`config.mk`:
```
export PLATFORM = sky130hd
export DESIGN_NAME = lcd_wseq
export DESIGN_NICKNAME = d
export VERILOG_FILES = /design/src/rtl/lcd_wseq_pkg.sv /design/src/rtl/lcd_wseq_regs.sv /design/src/rtl/lcd_wseq_frame.sv /design/src/rtl/lcd_wseq_phase.sv /design/src/rtl/lcd_wseq.sv
export SDC_FILE = /design/constraint.sdc
export NUM_CORES = 1
export LEC_CHECK = 0
export BUFFER_PORTS_ARGS = -buffer_cell sky130_fd_sc_hd__buf_2
export CAP_MARGIN = 5
export CORE_MARGIN = 1.5
export CORE_UTILIZATION = 55
export DETAILED_ROUTE_END_ITERATION = 12
export GPL_TIMING_DRIVEN = 0
export HOLD_SLACK_MARGIN = 0.12
export PLACE_DENSITY_LB_ADDON = 0.15
export SLEW_MARGIN = 20
export SYNTH_ARGS = -nofsm -noshare
export SYNTH_HDL_FRONTEND = slang
export SYNTH_SLANG_ARGS = --single-unit
```
`constraint.sdc`:
```
create_clock -name clk -period 8.55 [get_ports clk]
set_input_delay 1.2825 -clock clk [delete_from_list [all_inputs] [get_ports clk]]
set_output_delay 1.2825 -clock clk [all_outputs]
set_load 0.1 [all_outputs]
```
`src/rtl/lcd_wseq_pkg.sv`:
```
package lcd_wseq_pkg;

  localparam int PH_W    = 4;
  localparam int CFG_W   = 20;
  localparam int CSS_LSB = 16;
  localparam int WRS_LSB = 12;
  localparam int ACT_LSB = 8;
  localparam int HLD_LSB = 4;
  localparam int EN_BIT  = 0;
  localparam int TRIG_MODE_BIT = 0;
  localparam int TRIG_CMD_BIT  = 1;

  typedef struct packed {
    logic [PH_W-1:0] css;
    logic [PH_W-1:0] wrs;
    logic [PH_W-1:0] act;
    logic [PH_W-1:0] hld;
  } wtime_t;

  localparam wtime_t TIMING_RST = '{css: 4'd0, wrs: 4'd0, act: 4'd1, hld: 4'd0};

  typedef enum logic [2:0] {
    PH_FETCH = 3'd0,
    PH_CSS   = 3'd1,
    PH_WRS   = 3'd2,
    PH_ACT   = 3'd3,
    PH_HLD   = 3'd4
  } phase_e;

  function automatic wtime_t cfg_to_timing(input logic [CFG_W-1:0] w);
    wtime_t t;
    t.css = w[CSS_LSB +: PH_W];
    t.wrs = w[WRS_LSB +: PH_W];
    t.act = w[ACT_LSB +: PH_W];
    t.hld = w[HLD_LSB +: PH_W];
    return t;
  endfunction

  // Next phase in the write cycle, skipping phases programmed to zero.
  function automatic phase_e phase_after(input phase_e cur, input wtime_t t);
    phase_e n;
    case (cur)
      PH_FETCH: n = (t.css != '0) ? PH_CSS : ((t.wrs != '0) ? PH_WRS : PH_ACT);
      PH_CSS:   n = (t.wrs != '0) ? PH_WRS : PH_ACT;
      PH_WRS:   n = PH_ACT;
      PH_ACT:   n = (t.hld != '0) ? PH_HLD : PH_FETCH;
      default:  n = PH_FETCH;
    endcase
    return n;
  endfunction

  // Clocks spent in a phase; the strobe-low phase never drops below one.
  function automatic logic [PH_W-1:0] phase_len(input phase_e p, input wtime_t t);
    logic [PH_W-1:0] l;
    case (p)
      PH_CSS:  l = t.css;
      PH_WRS:  l = t.wrs;
      PH_ACT:  l = (t.act == '0) ? PH_W'(1) : t.act;
      PH_HLD:  l = t.hld;
      default: l = PH_W'(1);
    endcase
    return l;
  endfunction

endpackage

```
`src/rtl/lcd_wseq_regs.sv`:
```
module lcd_wseq_regs
  import lcd_wseq_pkg::*;
#(
  parameter int AFR_W = 8
) (
  input  logic               clk,
  input  logic               rst_n,
  input  logic               cfg_we,
  input  logic [CFG_W-1:0]   cfg_wdata,
  input  logic               trig_we,
  input  logic [1:0]         trig_wdata,
  input  logic               afr_we,
  input  logic [AFR_W-1:0]   afr_wdata,
  input  logic               irq_clr,
  input  logic               frame_done,
  output wtime_t             timing,
  output logic               start_req,
  output logic               auto_en,
  output logic               irq_done
);

  wtime_t            timing_q, timing_d;
  logic              en_q, en_d;
  logic [AFR_W-1:0]  afr_q, afr_d;
  logic              irq_q, irq_d;

  always_comb begin
    timing_d = timing_q;
    en_d     = en_q;
    if (cfg_we) begin
      timing_d = cfg_to_timing(cfg_wdata);
      en_d     = cfg_wdata[EN_BIT];
    end
    afr_d = afr_q;
    if (afr_we) afr_d = afr_wdata;
    irq_d = irq_q;
    if (irq_clr)    irq_d = 1'b0;
    if (frame_done) irq_d = 1'b1;
  end

  always_ff @(posedge clk or negedge rst_n) begin
    if (!rst_n) begin
      timing_q <= TIMING_RST;
      en_q     <= 1'b0;
      afr_q    <= '0;
      irq_q    <= 1'b0;
    end else begin
      timing_q <= timing_d;
      en_q     <= en_d;
      afr_q    <= afr_d;
      irq_q    <= irq_d;
    end
  end

  assign start_req = trig_we && trig_wdata[TRIG_MODE_BIT] && trig_wdata[TRIG_CMD_BIT] && en_q;
  assign timing    = timing_q;
  assign auto_en   = |afr_q;
  assign irq_done  = irq_q;

endmodule

```
`src/rtl/lcd_wseq_frame.sv`:
```
module lcd_wseq_frame #(
  parameter int W_W = 10,
  parameter int H_W = 10
) (
  input  logic           clk,
  input  logic           rst_n,
  input  logic           start_req,
  input  logic           auto_en,
  input  logic           word_done,
  input  logic [W_W-1:0] frame_width,
  input  logic [H_W-1:0] frame_height,
  output logic           busy,
  output logic           frame_done
);

  localparam int CNT_W = W_W + H_W;

  logic [CNT_W-1:0] total;
  logic [CNT_W-1:0] remain_q, remain_d;
  logic             busy_q, busy_d;
  logic             done_q, done_d;

  assign total = CNT_W'(frame_width) * CNT_W'(frame_height);

  always_comb begin
    busy_d   = busy_q;
    remain_d = remain_q;
    done_d   = 1'b0;
    if (!busy_q) begin
      if (start_req) begin
        if (total == '0) begin
          done_d = 1'b1;
        end else begin
          busy_d   = 1'b1;
          remain_d = total;
        end
      end
    end else if (word_done) begin
      if (remain_q == CNT_W'(1)) begin
        done_d = 1'b1;
        if (auto_en && (total != '0)) remain_d = total;
        else                          busy_d   = 1'b0;
      end else begin
        remain_d = remain_q - CNT_W'(1);
      end
    end
  end

  always_ff @(posedge clk or negedge rst_n) begin
    if (!rst_n) begin
      busy_q   <= 1'b0;
      remain_q <= '0;
      done_q   <= 1'b0;
    end else begin
      busy_q   <= busy_d;
      remain_q <= remain_d;
      done_q   <= done_d;
    end
  end

  assign busy       = busy_q;
  assign frame_done = done_q;

endmodule

```
`src/rtl/lcd_wseq_phase.sv`:
```
module lcd_wseq_phase
  import lcd_wseq_pkg::*;
#(
  parameter int DATA_W = 24
) (
  input  logic              clk,
  input  logic              rst_n,
  input  logic              run,
  input  wtime_t            timing,
  input  logic              pix_valid,
  input  logic [DATA_W-1:0] pix_data,
  output logic              pix_ready,
  output logic              cs_n,
  output logic              wr_n,
  output logic [DATA_W-1:0] data,
  output logic              word_done
);

  phase_e            ph_q, ph_d;
  logic [PH_W-1:0]   cnt_q, cnt_d;
  wtime_t            t_q, t_d;
  logic [DATA_W-1:0] data_q, data_d;

  assign pix_ready = run && (ph_q == PH_FETCH);

  always_comb begin
    ph_d      = ph_q;
    cnt_d     = cnt_q;
    t_d       = t_q;
    data_d    = data_q;
    word_done = 1'b0;
    if (ph_q == PH_FETCH) begin
      if (pix_ready && pix_valid) begin
        t_d    = timing;
        data_d = pix_data;
        ph_d   = phase_after(PH_FETCH, timing);
        cnt_d  = phase_len(ph_d, timing) - PH_W'(1);
      end
    end else if (cnt_q == '0) begin
      ph_d = phase_after(ph_q, t_q);
      if (ph_d == PH_FETCH) word_done = 1'b1;
      else                  cnt_d     = phase_len(ph_d, t_q) - PH_W'(1);
    end else begin
      cnt_d = cnt_q - PH_W'(1);
    end
  end

  always_ff @(posedge clk or negedge rst_n) begin
    if (!rst_n) begin
      ph_q   <= PH_FETCH;
      cnt_q  <= '0;
      t_q    <= TIMING_RST;
      data_q <= '0;
    end else begin
      ph_q   <= ph_d;
      cnt_q  <= cnt_d;
      t_q    <= t_d;
      data_q <= data_d;
    end
  end

  assign cs_n = (ph_q == PH_FETCH);
  assign wr_n = (ph_q != PH_ACT);
  assign data = data_q;

endmodule

```
`src/rtl/lcd_wseq.sv`:
```
module lcd_wseq
  import lcd_wseq_pkg::*;
#(
  parameter int DATA_W = 24,
  parameter int W_W    = 10,
  parameter int H_W    = 10,
  parameter int AFR_W  = 8
) (
  input  logic              clk,
  input  logic              rst_n,
  input  logic              cfg_we,
  input  logic [CFG_W-1:0]  cfg_wdata,
  input  logic              trig_we,
  input  logic [1:0]        trig_wdata,
  input  logic              afr_we,
  input  logic [AFR_W-1:0]  afr_wdata,
  input  logic              irq_clr,
  input  logic [W_W-1:0]    frame_width,
  input  logic [H_W-1:0]    frame_height,
  input  logic              pix_valid,
  input  logic [DATA_W-1:0] pix_data,
  output logic              pix_ready,
  output logic              lcd_cs_n,
  output logic              lcd_wr_n,
  output logic              lcd_rs,
  output logic [DATA_W-1:0] lcd_data,
  output logic              busy,
  output logic              irq_done
);

  logic [1:0] rst_sync_q;
  logic       rst_n_sync;
  wtime_t     timing;
  logic       start_req, auto_en, frame_done, word_done;
  logic       unused_cfg_bits;

  always_ff @(posedge clk or negedge rst_n) begin
    if (!rst_n) rst_sync_q <= 2'b00;
    else        rst_sync_q <= {rst_sync_q[0], 1'b1};
  end
  assign rst_n_sync = rst_sync_q[1];

  assign unused_cfg_bits = ^cfg_wdata[HLD_LSB-1:EN_BIT+1];

  lcd_wseq_regs #(.AFR_W(AFR_W)) u_regs (
    .clk        (clk),
    .rst_n      (rst_n_sync),
    .cfg_we     (cfg_we),
    .cfg_wdata  (cfg_wdata),
    .trig_we    (trig_we),
    .trig_wdata (trig_wdata),
    .afr_we     (afr_we),
    .afr_wdata  (afr_wdata),
    .irq_clr    (irq_clr),
    .frame_done (frame_done),
    .timing     (timing),
    .start_req  (start_req),
    .auto_en    (auto_en),
    .irq_done   (irq_done)
  );

  lcd_wseq_frame #(.W_W(W_W), .H_W(H_W)) u_frame (
    .clk          (clk),
    .rst_n        (rst_n_sync),
    .start_req    (start_req),
    .auto_en      (auto_en),
    .word_done    (word_done),
    .frame_width  (frame_width),
    .frame_height (frame_height),
    .busy         (busy),
    .frame_done   (frame_done)
  );

  lcd_wseq_phase #(.DATA_W(DATA_W)) u_phase (
    .clk       (clk),
    .rst_n     (rst_n_sync),
    .run       (busy),
    .timing    (timing),
    .pix_valid (pix_valid),
    .pix_data  (pix_data),
    .pix_ready (pix_ready),
    .cs_n      (lcd_cs_n),
    .wr_n      (lcd_wr_n),
    .data      (lcd_data),
    .word_done (word_done)
  );

  // Every bus write carries pixel data.
  assign lcd_rs = 1'b1;

endmodule

```
==> results.md <==
* Synthesized area per cell at 9.669 µm²
* Post-synth cell types at 63
* RR Endpoint: u_frame.remain_q[12]
* Worst-path fanout max at 10
* Aggregate routed wire length at 17.70 mm
* Worst clock skew at 0.01011 ns
* Sequential fraction of the synthesis area at 29.42%
* Slew @ Worst Pin at 0.7731 ns
* Buffers & Inverters on Critical Path at 7
* Number of global-route vias before repair at 6199
* Worst endpoint required time at 8.78 ns
* Fin. max-slew vios at 0
* Worst Path Class, Setup: in2reg
* WHS Endpoint: rst_sync_q[1]
* Final hold viol count at 0
* CTS max path bufs at 2
* Post-CTS setup buffers at 0
* R2R setup slack at 5.18 ns
* Count of yosys warnings during synthesis at 0
* DR iter-0 viols at 376
* RSZ-0062 raised after global routing: no
* CP top delay family: adder cells
* Leakage power at 4.304 nW
* Asr flop ratio synth at 100.0%
* CTS tree: built
* GRT Residual Overflow at 0
* First-pass GRT wire length at 29.75 mm
* Hold Slack at 0.3550 ns
* Fin crit period at 7.509 ns
* Clock Sinks at 93
* Core Area at 13990 µm²
* Utilization after layout at 63.91%
* FF-to-FF Start: u_frame.remain_q[12]
* Cells after DPL at 1096
* Post_cts resized at 0
* Register Area at 2333 µm²
* I/O pin cnt at 111
* Worst hold start: rst_sync_q[0]
* Status: finished, final reports clean
* DR vias at 6403
* Crit-path slowest cell: fa_1
* CP Launch Type: input port
* Top cell type's share of synthesized area at 28.76%
* H-tree depth at 3
* TritonRoute pass-1 iters at 5
* Crit path DAT at 7.74 ns
* Ratio of cells with drive above 1 in the final layout at 19.85%
* Filler Cell Count at 1195
* Non-Filler Instances at 1112
* Die height at 123.0 µm
* Antenna Violating Nets Remaining at 0
* Post-synth EDFFs at 0
* Most used flip-flop cell after synthesis: dfrtp_1
* # port buffers at 95
* CTS Hold Bufs at 0
* Dpl hpwl at 13.92 mm
* HP Class: reg2reg
* Worst skew pair latency at 0.35 ns
* CTS root buf: clkbuf_16
* DIE AREA at 15130 µm²
* WL/cell at 15.92 µm
* R2R depth at 8
* Multi-input logic area at 5175 µm²
* Pwr Density at 353.1 nW/µm²
* Number of max-cap violations at 0
* Die W at 123.0 µm
* Vias per cell at 5.758
* Placement row count at 43
* Max-slew headroom at 47.99%
* Initial core utilization at 56.61%
* Largest net degree at the start of global routing at 57
* #FFs+latches synth at 93
* Period utilization at 87.82%
* Cell count after synthesis at 819
* Clock transition at the registers of the reported paths at 0.07 ns
* Setup TNS at 0 ns
* Post-Syn Area at 7919 µm²
* Crit-path cells: clkbuf_1 > nand2_1 > fa_1 > inv_1 > fa_1 > inv_1 > fa_1 > inv_1 > fa_1 > inv_1 > fa_1 > inv_1 > ha_1 > a211o_1 > and2_4 > or2_1 > or3_1 > a222oi_1 > nand4_1 > o31ai_1 > buf_2 > nor2_1 > a221o_1
* TritonCTS buffer count at 9
* Synth area leaders: dfrtp_1, fa_1, ha_1, mux2_2, and2_1
* Max stage delay on crit path at 0.55 ns
* Number of inserted diodes at 0
* Synth area leader: dfrtp_1
* VDD IR max at 0.2653 mV
* Hold Crit Depth at 0
* Initial antenna violation count at 0
* # DRC at 0
* Worst setup EP type: flop
* GRT Total Usage at 25.05%
* Routability cong. at 0.9125
* FMAX at 0.1332 GHz
* Layout area overhead at 12.89%
* Setup violators final at 0
* Post-layout nets at 1128
per-layer routing:
metal | GRT usage (%) | share of wire, % | vias up
met5 | 0 | 0 | -
met1 | 33.72 | 44 | 3128
met4 | 7.399 | 1.6 | 0
met3 | 2.998 | 4.9 | 21
met2 | 42.67 | 49 | 177
li1 | - | - | 3077
metrics by stage:
stage / area [µm²] / setup slack (ns) / power (W)
after CTS: 8940 / 1.028 / 0.003179
after detailed placement: 8647 / 0.6920 / 0.002776
after global routing: 8940 / 0.6439 / 0.003428
after floorplan: 7923 / 1.370 / 0.002340
final: 8940 / 1.041 / 0.003157
after global placement: 8623 / 0.7252 / 0.002753
worst max-delay path by stage:
stage                               start                    to  slack (ns)  depth (start not counted)
after floorplan           frame_height[1]   u_frame.remain_q[8]        1.37                         23
after global placement    frame_height[1]  u_frame.remain_q[17]        0.73                         23
after detailed placement  frame_height[1]   u_frame.remain_q[3]        0.69                         23
after CTS                 frame_height[1]  u_frame.remain_q[17]        1.03                         23
after global routing      frame_height[1]  u_frame.remain_q[17]        0.64                         23
final                     frame_height[1]  u_frame.remain_q[17]        1.04                         23
where the power goes:
| part | total, W | switching [W] | internal (W) |
|---|---|---|---|
| Sequential | 0.000681 | 0.000100 | 0.000581 |
| Combinational | 0.00209 | 0.00139 | 0.000701 |
| Clock | 0.000390 | 0.000185 | 0.000204 |
state kept, by name (all words and copies together), names as in the netlist:
name	cells
u_phase.data	24
u_frame.frame_done	1
u_phase.ph_q	3
u_frame.remain_q	20
u_frame.busy	1
u_regs.afr_q	8
rst_sync_q	2
u_regs.timing	16
u_regs.irq_done	1
u_phase.cnt_q	4
u_phase.t_q	12
u_regs.en_q	1
area by class of cell:
type / count / share of cell area [%]
Buffer: 33 / 1.526
Clock buffer: 9 / 2.519
Clock inverter: 7 / 0.7558
Inverter: 75 / 3.149
Multi-Input combinational cell: 619 / 57.89
Sequential cell: 93 / 26.10
Tap cell: 180 / 2.519
Timing Repair Buffer: 96 / 5.542
Yosys cell counts (all sizes together) (22+ instances only):
cell and instances:
nand2 68, nor3 32, dfrtp 91, a21oi 36, nor2 37, o21ai 31
clkbuf 29, ha 58, and2 74, mux2 60, fa 62, nand3 22
inv 75
logic make-up after synthesis:
group | after synthesis | synth area share, %
flip-flops | 93 | 29.42
AND/OR/NAND/NOR | 281 | 18.45
XOR/XNOR | 11 | 1.217
adder cells (fa/ha/maj) | 120 | 24.84
AO/OA/AOI/OAI | 143 | 11.96
multiplexers | 62 | 8.785
buffers and inverters | 108 | 5.277
other | 1 | 0.04736
cell usage in the layout (no fill, tap or decap), types with 4 or more instances in the layout:
| cell | n |
|---|---|
| nor2_1 | 36 |
| nand3_1 | 22 |
| and3_1 | 10 |
| clkbuf_16 | 9 |
| xnor2_1 | 11 |
| fa_1 | 62 |
| nand4_1 | 5 |
| ha_1 | 58 |
| mux2_2 | 60 |
| nor4_1 | 10 |
| dfrtp_1 | 90 |
| nor3_1 | 32 |
| nand2_1 | 68 |
| a22oi_1 | 5 |
| o31a_1 | 4 |
| o211ai_1 | 7 |
| a21oi_1 | 36 |
| a211oi_1 | 7 |
| or3_1 | 4 |
| a211o_1 | 5 |
| a21o_1 | 8 |
| clkbuf_1 | 29 |
| buf_2 | 96 |
| o21ai_0 | 31 |
| a31oi_1 | 6 |
| a222oi_1 | 4 |
| a22o_1 | 4 |
| and2_1 | 73 |
| o31ai_1 | 4 |
| inv_1 | 75 |
| or4_1 | 5 |
(Power assumes the default switching activity.)
